[config.mk]
export PLATFORM = sky130hd
export DESIGN_NAME = sw_time_chain
export DESIGN_NICKNAME = d
export VERILOG_FILES = /design/src/rtl/sw_pkg.sv /design/src/rtl/sw_tick_gen.sv /design/src/rtl/sw_bcd_digit.sv /design/src/rtl/sw_time_chain.sv
export SDC_FILE = /design/constraint.sdc
export NUM_CORES = 1
export LEC_CHECK = 0
export BUFFER_PORTS_ARGS = -buffer_cell sky130_fd_sc_hd__buf_2
export CORE_MARGIN = 3
export CORE_UTILIZATION = 55
export DETAILED_ROUTE_END_ITERATION = 6
export PLACE_DENSITY = 0.84
export SKIP_LAST_GASP = 1
export SLEW_MARGIN = 20
export SYNTH_ARGS = -nofsm -noshare
export SYNTH_HDL_FRONTEND = slang
export SYNTH_SLANG_ARGS = --single-unit
export TNS_END_PERCENT = 20
[constraint.sdc]
create_clock -name clk -period 3.15 [get_ports clk]
set_input_delay 0 -clock clk [delete_from_list [all_inputs] [get_ports clk]]
set_output_delay 0 -clock clk [all_outputs]
set_load 0.1 [all_outputs]
[src/rtl/sw_pkg.sv]
package sw_pkg;

  typedef logic [3:0] bcd_t;

  localparam int NDIG = 6;

  // Digit positions: 0 tenths, 1 sec units, 2 sec tens,
  // 3 min units, 4 min tens, 5 top digit.
  function automatic int digit_limit(input int idx, input int top_max);
    if (idx == 2 || idx == 4) return 5;
    if (idx == NDIG - 1)      return top_max;
    return 9;
  endfunction

endpackage

[src/rtl/sw_tick_gen.sv]
module sw_tick_gen #(
  parameter int TICK_DIV = 5_000_000
) (
  input  logic clk,
  input  logic rst_n,
  input  logic run_i,
  output logic tick_o
);

  localparam int CW = (TICK_DIV > 1) ? $clog2(TICK_DIV) : 1;
  localparam logic [CW-1:0] LAST = CW'(TICK_DIV - 1);

  logic [CW-1:0] cnt_q, cnt_d;
  logic          at_last;

  assign at_last = (cnt_q == LAST);
  assign tick_o  = run_i && at_last;

  always_comb begin
    cnt_d = cnt_q;
    if (run_i) begin
      if (at_last) cnt_d = '0;
      else         cnt_d = cnt_q + CW'(1);
    end
  end

  always_ff @(posedge clk or negedge rst_n) begin
    if (!rst_n) cnt_q <= '0;
    else        cnt_q <= cnt_d;
  end

  assert_tick_needs_run_R3: assert property (@(posedge clk) disable iff (!rst_n)
    tick_o |-> run_i);

  assert_prescale_hold_R3: assert property (@(posedge clk) disable iff (!rst_n)
    !run_i |=> $stable(cnt_q));

  assert_prescale_range_R2: assert property (@(posedge clk) disable iff (!rst_n)
    cnt_q <= LAST);

endmodule

[src/rtl/sw_bcd_digit.sv]
module sw_bcd_digit
  import sw_pkg::*;
#(
  parameter int MAX_VAL = 9
) (
  input  logic clk,
  input  logic rst_n,
  input  logic adv_i,
  output bcd_t val_o,
  output logic at_max_o
);

  localparam bcd_t TOP = bcd_t'(MAX_VAL);

  bcd_t val_q, val_d;

  assign at_max_o = (val_q == TOP);
  assign val_o    = val_q;

  always_comb begin
    val_d = val_q;
    if (adv_i) begin
      if (at_max_o) val_d = '0;
      else          val_d = val_q + bcd_t'(1);
    end
  end

  always_ff @(posedge clk or negedge rst_n) begin
    if (!rst_n) val_q <= '0;
    else        val_q <= val_d;
  end

  assert_digit_range_R8: assert property (@(posedge clk) disable iff (!rst_n)
    val_q <= TOP);

  assert_digit_hold_R3: assert property (@(posedge clk) disable iff (!rst_n)
    !adv_i |=> $stable(val_q));

  assert_digit_step_R6: assert property (@(posedge clk) disable iff (!rst_n)
    (adv_i && !at_max_o) |=> (val_q == bcd_t'($past(val_q) + bcd_t'(1))));

  assert_digit_roll_R4: assert property (@(posedge clk) disable iff (!rst_n)
    (adv_i && at_max_o) |=> (val_q == '0));

endmodule

[src/rtl/sw_time_chain.sv]
module sw_time_chain
  import sw_pkg::*;
#(
  parameter int TICK_DIV = 5_000_000,
  parameter int TOP_MAX  = 9
) (
  input  logic       clk,
  input  logic       rst_n,
  input  logic       run_i,
  output logic [3:0] tenths_o,
  output logic [3:0] sec_lo_o,
  output logic [3:0] sec_hi_o,
  output logic [3:0] min_lo_o,
  output logic [3:0] min_hi_o,
  output logic [3:0] top_o,
  output logic       wrap_o
);

  logic            tick;
  logic [NDIG:0]   adv;
  logic [NDIG-1:0] at_max;
  bcd_t            digs [NDIG];
  logic            wrap_q, wrap_d;

  sw_tick_gen #(.TICK_DIV(TICK_DIV)) u_tick (
    .clk    (clk),
    .rst_n  (rst_n),
    .run_i  (run_i),
    .tick_o (tick)
  );

  assign adv[0] = tick;

  for (genvar i = 0; i < NDIG; i++) begin : g_dig
    localparam int LIM = digit_limit(i, TOP_MAX);
    sw_bcd_digit #(.MAX_VAL(LIM)) u_dig (
      .clk      (clk),
      .rst_n    (rst_n),
      .adv_i    (adv[i]),
      .val_o    (digs[i]),
      .at_max_o (at_max[i])
    );
    assign adv[i+1] = adv[i] && at_max[i];
  end

  assign wrap_d = adv[NDIG];

  always_ff @(posedge clk or negedge rst_n) begin
    if (!rst_n) wrap_q <= 1'b0;
    else        wrap_q <= wrap_d;
  end

  assign tenths_o = digs[0];
  assign sec_lo_o = digs[1];
  assign sec_hi_o = digs[2];
  assign min_lo_o = digs[3];
  assign min_hi_o = digs[4];
  assign top_o    = digs[5];
  assign wrap_o   = wrap_q;

  assert_wrap_zero_R7: assert property (@(posedge clk) disable iff (!rst_n)
    wrap_o |-> (tenths_o == 4'd0 && sec_lo_o == 4'd0 && sec_hi_o == 4'd0 &&
                min_lo_o == 4'd0 && min_hi_o == 4'd0 && top_o == 4'd0));

  assert_wrap_single_R7: assert property (@(posedge clk) disable iff (!rst_n)
    wrap_o |=> !wrap_o);

  assert_min_tens_R5: assert property (@(posedge clk) disable iff (!rst_n)
    min_hi_o <= 4'd5);

endmodule

Word level (Yosys, flattened, before mapping)
Cells that the tools add are included.
Widths: inputs -> output; s select.
{"block": "word_totals", "out_inout_bits": 25, "elab_cells": 36, "reg_bits": 48}
{"block": "classes", "n_reduce_logical": 7, "n_addsub": 7, "n_eq_ne": 7, "muxes": 7}
{"operator": "$add 4x1->4 const B", "n": 6}
{"operator": "$mux 4", "n": 6}
{"operator": "$add 23x1->23 const B", "n": 1}
{"operator": "$eq 23x23->1 const B", "n": 1}
{"operator": "$mux 23", "n": 1}
{"operator": "$eq 4x4->1 const B", "n": 4}
{"operator": "$eq 4x3->1 const B", "n": 2}
{"operator": "$logic_and 1x1->1", "n": 7}

Logic depth before layout (Yosys ltp)
Gate-level depths: netlist of the first run.
{"block": "depth", "depth_word": 8, "depth_mapped": 7, "mapped_depth_nobuf": 6}

Modules after synthesis
Synthesis of the first run repeated with hierarchy kept, for this count alone.
{"block": "unflattened", "cells_unflattened": 232, "area_unflattened_um2": 2424.8}
{"mod": "sw_tick_gen", "instances": 1, "cells_per_inst": 123, "seq_area_each_um2": 575.6, "area_each_um2": 1218.7}
{"mod": "sw_bcd_digit at g_dig[0].u_dig ...", "instances": 4, "cells_per_inst": 17, "seq_area_each_um2": 100.1, "area_each_um2": 191.4}
{"mod": "sw_bcd_digit at g_dig[2].u_dig ...", "instances": 2, "cells_per_inst": 17, "seq_area_each_um2": 100.1, "area_each_um2": 185.2}
{"mod": "sw_time_chain", "instances": 1, "cells_per_inst": 7, "seq_area_each_um2": 25.0, "area_each_um2": 70.1}

Worst setup path after synthesis of the first run
OpenSTA, ideal clock, no wires.
{"block": "synth_timing", "path_type": "register -> register", "from": "reg g_dig[0].u_dig.val_q[3]", "to": "reg g_dig[3].u_dig.val_q[0]", "n_path_buf": 0, "setup_time_ns": 0.158, "slack_ns": 0.168, "arrival_ns": 2.824, "path_stages_with_launch": 6, "cell_sequence": "dfrtp_1 or3b_4 or4_4 nor3_4 or4b_1 xnor2_1"}
{"block": "synth_via", "elab_chain_len": 4}
{"element": "from (decl)", "line": "sw_bcd_digit.sv:15", "source": "bcd_t val_q, val_d;"}
{"element": "from (signal assigned)", "line": "sw_bcd_digit.sv:30", "source": "else val_q <= val_d;"}
{"element": "$eq 4x4->1", "line": "sw_bcd_digit.sv:17", "source": "assign at_max_o = (val_q == TOP);"}
{"element": "$logic_and 1x1->1 (3 in a row)", "line": "sw_time_chain.sv:43", "source": "assign adv[i+1] = adv[i] && at_max[i];"}
{"element": "to (signal assigned)", "line": "sw_bcd_digit.sv:30"}
{"element": "to (decl)", "line": "sw_bcd_digit.sv:15"}
No other way between the ends.
A chain may end at the register's enable or synchronous reset.

Worst setup path in the final report of the first run
{"block": "layout_timing", "from": "reg g_dig[0].u_dig.val_q[1]", "to": "reg g_dig[3].u_dig.val_q[0]"}
The elaborated chain is that of the path after synthesis.

==> out/metrics.csv, run 1 <==
metric,value,unit
largest family of logic cells by synthesized area,simple AND/OR/NAND/NOR gates,
status,finished clean,
GRT Residual Overflow,0,
multi-input logic area,1150,um^2
drc violations,0,
RSZ-0062 raised after global routing,no,
Pleak,0.00129,uW
HP Class,input pin to flip-flop,
post-synthesis mux area share,1.67,%
clock-pin slew on the worst setup and hold paths,0.08,ns
antenna violations before repair,0,
largest net degree at the start of global routing,49,
Clock Latency Late Sink,0.30,ns
number of synthesized flops with an enable pin,0,
cell taking the most area after synthesis,dfrtp_1,
Slew @ Worst Pin,0.572,ns
Routed WL per cell,14.7,um
layout net count,273,
Worst Setup SP,g_dig[0].u_dig.val_o[1]$_DFFE_PN0N_,
post-synthesis sequential area ratio,50.1,%
post-synthesis adder-cell area fraction,0.521,%
RD Place Congestion,0.856,
max cap viols,0,
clock sink count,48,
number of synthesized register bits,48,
CTS tree,yes,
synthesis-to-layout area growth,13.4,%
reg2reg end,g_dig[3].u_dig.val_o[0]$_DFFE_PN0N_,
buffers added on ports,27,
root buffer cell,clkbuf_8,
row cnt,23,
final-report max-slew violation count,0,
Non-Filler Instances,320,
CP top delay family,simple AND/OR/NAND/NOR gates,
post-route ant nets,0,
H-Tree Depth,2,
CTS max path bufs,2,
main flop type after synthesis,dfrtp_1,
FF-to-FF Start,g_dig[0].u_dig.val_o[1]$_DFFE_PN0N_,
Worst setup SP type,flip-flop,
Post-Synth XOR/XNOR Area,10.9,%
Area contributors post-synth,"dfrtp_1 (50%), xnor2_1 (6.9%), xor2_1 (4.0%)",
first-pass GRT wire length,8.00,mm
Die ar.,5190,um^2
post-synthesis average cell area,10.2,um^2
crit path time final,2.44,ns
R2R setup slack,0.71,ns
Iter 0 DRT Violations,101,
setup TNS,0,ns
most frequent cells in the layout,"dfrtp_1 (48), buf_2 (26), nand2_1 (24)",
"Core Util, Final",66.1,%
dpl hpwl,3.40,mm
Mapped Area,2400,um^2
required time of the worst setup path,3.34,ns
Synth top area share,50.1,%
Finish-stage setup viols,0,
Compound-Gate Fraction of Synth Area,7.09,%
Critical Path Slowest Stage Cell,or4_4,
DR vias/cell,5.70,
worst-path cell chain,"or3b_4, or4_4, nor3_4, or4b_1, xnor2_1",
Yosys cell types,43,
period utilisation layout,77.3,%
Pwr Density,449,nW/um^2
overall power,1220,uW
Die Ht,72.1,um
vias in the first global route,1793,
largest stage delay on the critical path,0.58,ns
Reg area,1200,um^2
Synth warnings,0,
crit path DAT,2.63,ns
Critical Path End Type,flip-flop,
Max Clock Freq,411,MHz
kind of critical path,flip-flop to flip-flop,
simple-gate share of the synthesized area,27.7,%
"IR drop worst, VDD",0.329,mV
overall routed net length,4.70,mm
Max Clock Skew,0.00743,ns
vias,1823,
CTS Buf Count,5,
Die Wd,72.1,um
Post-Syn Nets,240,
Crit path depth,5,
Crit Path Max Fanout,7,
Total Routing Usage GR,19.8,%
endpoints failing hold,0,
# diodes,0,
fill cell count,350,
asr flop ratio synth,100,%
I/O pin count,28,
initial core utilization,58.3,%
Mapped Cells,236,
last element of the critical path,g_dig[3].u_dig.val_o[0]$_DFFE_PN0N_,
drt pass-1 iters,4,
CP bufs+invs,0,
Rel. slew slack,61.4,%
r2r worst-path depth,5,
layout cells sized above 1,16.3,%
CORE AREA,4120,um^2
"commonest non-fill, non-tap cell in the layout",dfrtp_1,
Placed Cells incl. Taps,311,
[layer usage]
metal	global-route usage, %	vias to the layer above	wire, um
met1	25.2	878	2150
met4	7.10	0	22
met5	0	-	0
met2	32.9	44	2320
li1	-	899	-
met3	4.99	2	196
[stage by stage]
step                hold WS [ns]  cell area, um^2  worst slack (ns)
global route              0.0309             2720             0.563
finish                    0.0290             2720             0.715
detailed placement         0.241             2600             0.707
floorplan                 -0.296             2400             0.168
CTS                      0.00629             2720             0.706
global placement           0.231             2600             0.742
[synthesized netlist by cell type, types with 5 or more instances]
| cell | n |
|---|---|
| a21oi_1 | 5 |
| and3_1 | 7 |
| clkbuf_1 | 5 |
| dfrtp_1 | 48 |
| inv_1 | 8 |
| nand2_1 | 24 |
| nand2b_1 | 7 |
| nand3_1 | 13 |
| nand4_1 | 12 |
| nor2_1 | 19 |
| nor3_1 | 6 |
| o21ai_0 | 7 |
| xnor2_1 | 19 |
| xor2_1 | 11 |
[kinds of logic after synthesis]
| kind of cell | Yosys count |
|---|---|
| AO/OA/AOI/OAI | 26 |
| XOR/XNOR | 30 |
| adder cells (fa/ha/maj) | 1 |
| buffers and inverters | 13 |
| flip-flops | 48 |
| multiplexers | 4 |
| AND/OR/NAND/NOR | 114 |
[layout make-up]
class                   count  share of cell area (%)
flip-flops and latches     48                    44.1
clock buffers               6                    2.67
inverters                   8                    1.10
multi-input cells         175                    42.3
well taps                  50                    2.30
repair buffers             31                    6.25
clock inverters             2                    1.29
[where the power goes]
part	leakage (uW)	internal, uW	total (uW)	switching [uW]
combinational	0.000597	36.5	86.2	49.7
sequential	0.000638	649	704	55.1
clock	0.0000552	236	432	196
total	0.00129	921	1220	301
[registers in the layout, summed over array words and instances (netlist names)]
| name | count |
|---|---|
| g_dig.u_dig.val_o | 24 |
| wrap_o | 1 |
| u_tick.cnt_q | 23 |
[repair_timing]
item / CTS / global route
hold buffers: 1 / 0
endpoints found under the hold margin: 48 / 0
buffers inserted: 0 / 0
gates resized for setup: 0 / 0
[how the worst min path moves through the flow]
stage,start,endpoint,slack [ns],cells past startpoint
CTS,run_i,u_tick.cnt_q[3]$_DFFE_PN0P_,0.006,2
detailed placement,rst_n,g_dig[4].u_dig.val_o[2]$_DFFE_PN0N_,0.24,1
global placement,rst_n,g_dig[4].u_dig.val_o[3]$_DFFE_PN0N_,0.23,1
global route,run_i,u_tick.cnt_q[1]$_DFFE_PN0P_,0.03,2
floorplan,rst_n,g_dig[0].u_dig.val_o[0]$_DFFE_PN0N_,-0.30,0
finish,run_i,u_tick.cnt_q[3]$_DFFE_PN0P_,0.03,2
Note: power is estimated with default switching activity, not from simulation.
==> run 2: changes to the inputs <==
==> constraint.sdc (replaced) <==
create_clock -name clk -period 2.4 [get_ports clk]
set_input_delay 0 -clock clk [delete_from_list [all_inputs] [get_ports clk]]
set_output_delay 0 -clock clk [all_outputs]
set_load 0.1 [all_outputs]
==> run 2 against run 1 <==
  * Setup slack lost 0.66 ns
  * Maximum frequency up 3.8%
  * Flip-flop and latch count unchanged
  * Utilization increased by 3.1 points
  * Worst hold slack got worse by 0.013 ns
  * Via count grew 3.6%
  * First-iteration DRC count rose by 15%
  * Combinational power is 32% higher
  * Register-to-register slack worse by 0.66 ns
  * Power is 36% higher
  * Clock skew decreased by 0.0023 ns
==> out/metrics.csv, run 2 (same netlist as run 1, synthesis figures left out) <==
metric,value,unit
status,finished clean,
Pwr Density,582,nW/um^2
"IR drop worst, VDD",0.514,mV
CTS Buf Count,5,
R2R setup slack,0.05,ns
"commonest non-fill, non-tap cell in the layout",dfrtp_1,
largest stage delay on the critical path,0.58,ns
drc violations,0,
CTS max path bufs,2,
Iter 0 DRT Violations,116,
crit path DAT,2.54,ns
DR vias/cell,5.70,
Routed WL per cell,14.6,um
clock-pin slew on the worst setup and hold paths,0.08,ns
root buffer cell,clkbuf_8,
Total Routing Usage GR,20.7,%
I/O pin count,28,
period utilisation layout,97.8,%
most frequent cells in the layout,"dfrtp_1 (38), buf_2 (27), nand2_1 (24)",
fill cell count,314,
hold path depth,2,
initial core utilization,58.3,%
max cap viols,0,
Crit Path Max Fanout,4,
endpoints failing hold,0,
row cnt,23,
Finish-stage setup viols,0,
H-Tree Depth,2,
number of flip-flops in the largest register,24,
dpl hpwl,3.61,mm
WHS,0.0157,ns
RD Place Congestion,0.780,
# diodes,0,
reg2reg end,g_dig[3].u_dig.val_o[0]$_DFFE_PN0N_,
Worst setup SP type,flip-flop,
largest net degree at the start of global routing,33,
kind of critical path,flip-flop to flip-flop,
setup TNS,0,ns
Critical Path End Type,flip-flop,
Die Wd,72.1,um
RSZ-0062 raised after global routing,yes,
Reg area,1230,um^2
Slew @ Worst Pin,0.714,ns
buffers added on ports,27,
Pleak,0.00134,uW
FF-to-FF Start,g_dig[0].u_dig.val_o[2]$_DFFE_PN0N_,
Critical Path Slowest Stage Cell,or4_4,
clock sink count,48,
layout cells sized above 1,23.8,%
crit path time final,2.35,ns
CTS tree,yes,
Clock Latency Late Sink,0.30,ns
CORE AREA,4120,um^2
r2r worst-path depth,5,
Die ar.,5190,um^2
GRT Residual Overflow,0,
antenna violations before repair,0,
drt pass-1 iters,4,
multi-input logic area,1150,um^2
CP bufs+invs,0,
Max Clock Skew,0.00513,ns
overall routed net length,4.83,mm
worst-path cell chain,"or3b_4, or4_4, nor3_4, or4b_4, xnor2_1",
first-pass GRT wire length,8.36,mm
synthesis-to-layout area growth,18.7,%
HP Class,input pin to flip-flop,
Rel. slew slack,52.4,%
worst hold start,run_i,
Max Clock Freq,426,MHz
final-report max-slew violation count,0,
Hold Path End,u_tick.cnt_q[0]$_DFFE_PN0P_,
layout net count,284,
vias,1888,
vias in the first global route,1852,
Die Ht,72.1,um
CP top delay family,simple AND/OR/NAND/NOR gates,
required time of the worst setup path,2.59,ns
post-route ant nets,0,
-- run 2: cell count changes in the layout (fill, tap and decap cells not counted), sizes merged --
cell | before | now
buf | 30 | 41
clkbuf | 6 | 7
clkinv | 1 | 0
-- run 2: what timing repair did --
action,CTS,global route
resized for setup,0,1
endpoints found under the hold margin,30,0
buffers inserted,0,0
setup endpoints to repair,0,1
hold buffers,1,0
-- run 2: worst max path at each step --
stage / from / to / slack (ns) / cells after the start
6_report: g_dig[0].u_dig.val_o[2]$_DFFE_PN0N_ / g_dig[3].u_dig.val_o[0]$_DFFE_PN0N_ / 0.05 / 5
3_3_place_gp: g_dig[0].u_dig.val_o[2]$_DFFE_PN0N_ / g_dig[3].u_dig.val_o[0]$_DFFE_PN0N_ / 0.1 / 5
2_1_floorplan: g_dig[0].u_dig.val_o[2]$_DFFE_PN0N_ / g_dig[3].u_dig.val_o[0]$_DFFE_PN0N_ / -0.18 / 5
5_1_grt: g_dig[0].u_dig.val_o[2]$_DFFE_PN0N_ / g_dig[3].u_dig.val_o[0]$_DFFE_PN0N_ / -0.02 / 5
3_5_place_dp: g_dig[0].u_dig.val_o[2]$_DFFE_PN0N_ / g_dig[3].u_dig.val_o[0]$_DFFE_PN0N_ / 0.07 / 5
4_1_cts: g_dig[0].u_dig.val_o[2]$_DFFE_PN0N_ / g_dig[3].u_dig.val_o[0]$_DFFE_PN0N_ / 0.06 / 5
-- run 2: routing by layer --
layer	vias up	GRT usage, %	share of wire (%)
met2	54	34.2	49
met5	-	0	0
met4	0	7.93	2.5
li1	925	-	-
met1	897	26.0	44
met3	12	5.40	4.7
-- run 2: through the flow --
step	utilization, %	instance area, um^2	std cells	power [uW]	setup WS, ns
floorplan	-	2420	236	1000	-0.184
global placement	65.8	2710	322	1040	0.0983
detailed placement	65.8	2710	322	1050	0.0744
CTS	69.1	2850	331	1680	0.0599
global route	69.2	2850	331	1730	-0.0240
finish	69.2	2850	331	1660	0.0534
-- run 2: final cells by class --
cell class,count,share of cell area (%)
clock inverters,1,1.05
inverters,8,1.05
flip-flops and latches,48,43.0
well taps,50,2.20
repair buffers,42,8.78
multi-input cells,175,40.5
clock buffers,7,3.38
-- run 2: worst register-to-register path: stages (launching register included) --
cell     delay, ns
dfrtp_4       0.48
or3b_4        0.43
or4_4         0.58
nor3_4        0.14
or4b_4        0.48
xnor2_1       0.13
-- run 2: where the power goes --
part	switching, uW	leakage [uW]	total, uW	internal (uW)
sequential	66.7	0.000621	919	852
clock	257	0.0000645	625	367
combinational	64.7	0.000655	114	49.5
total	389	0.00134	1660	1270
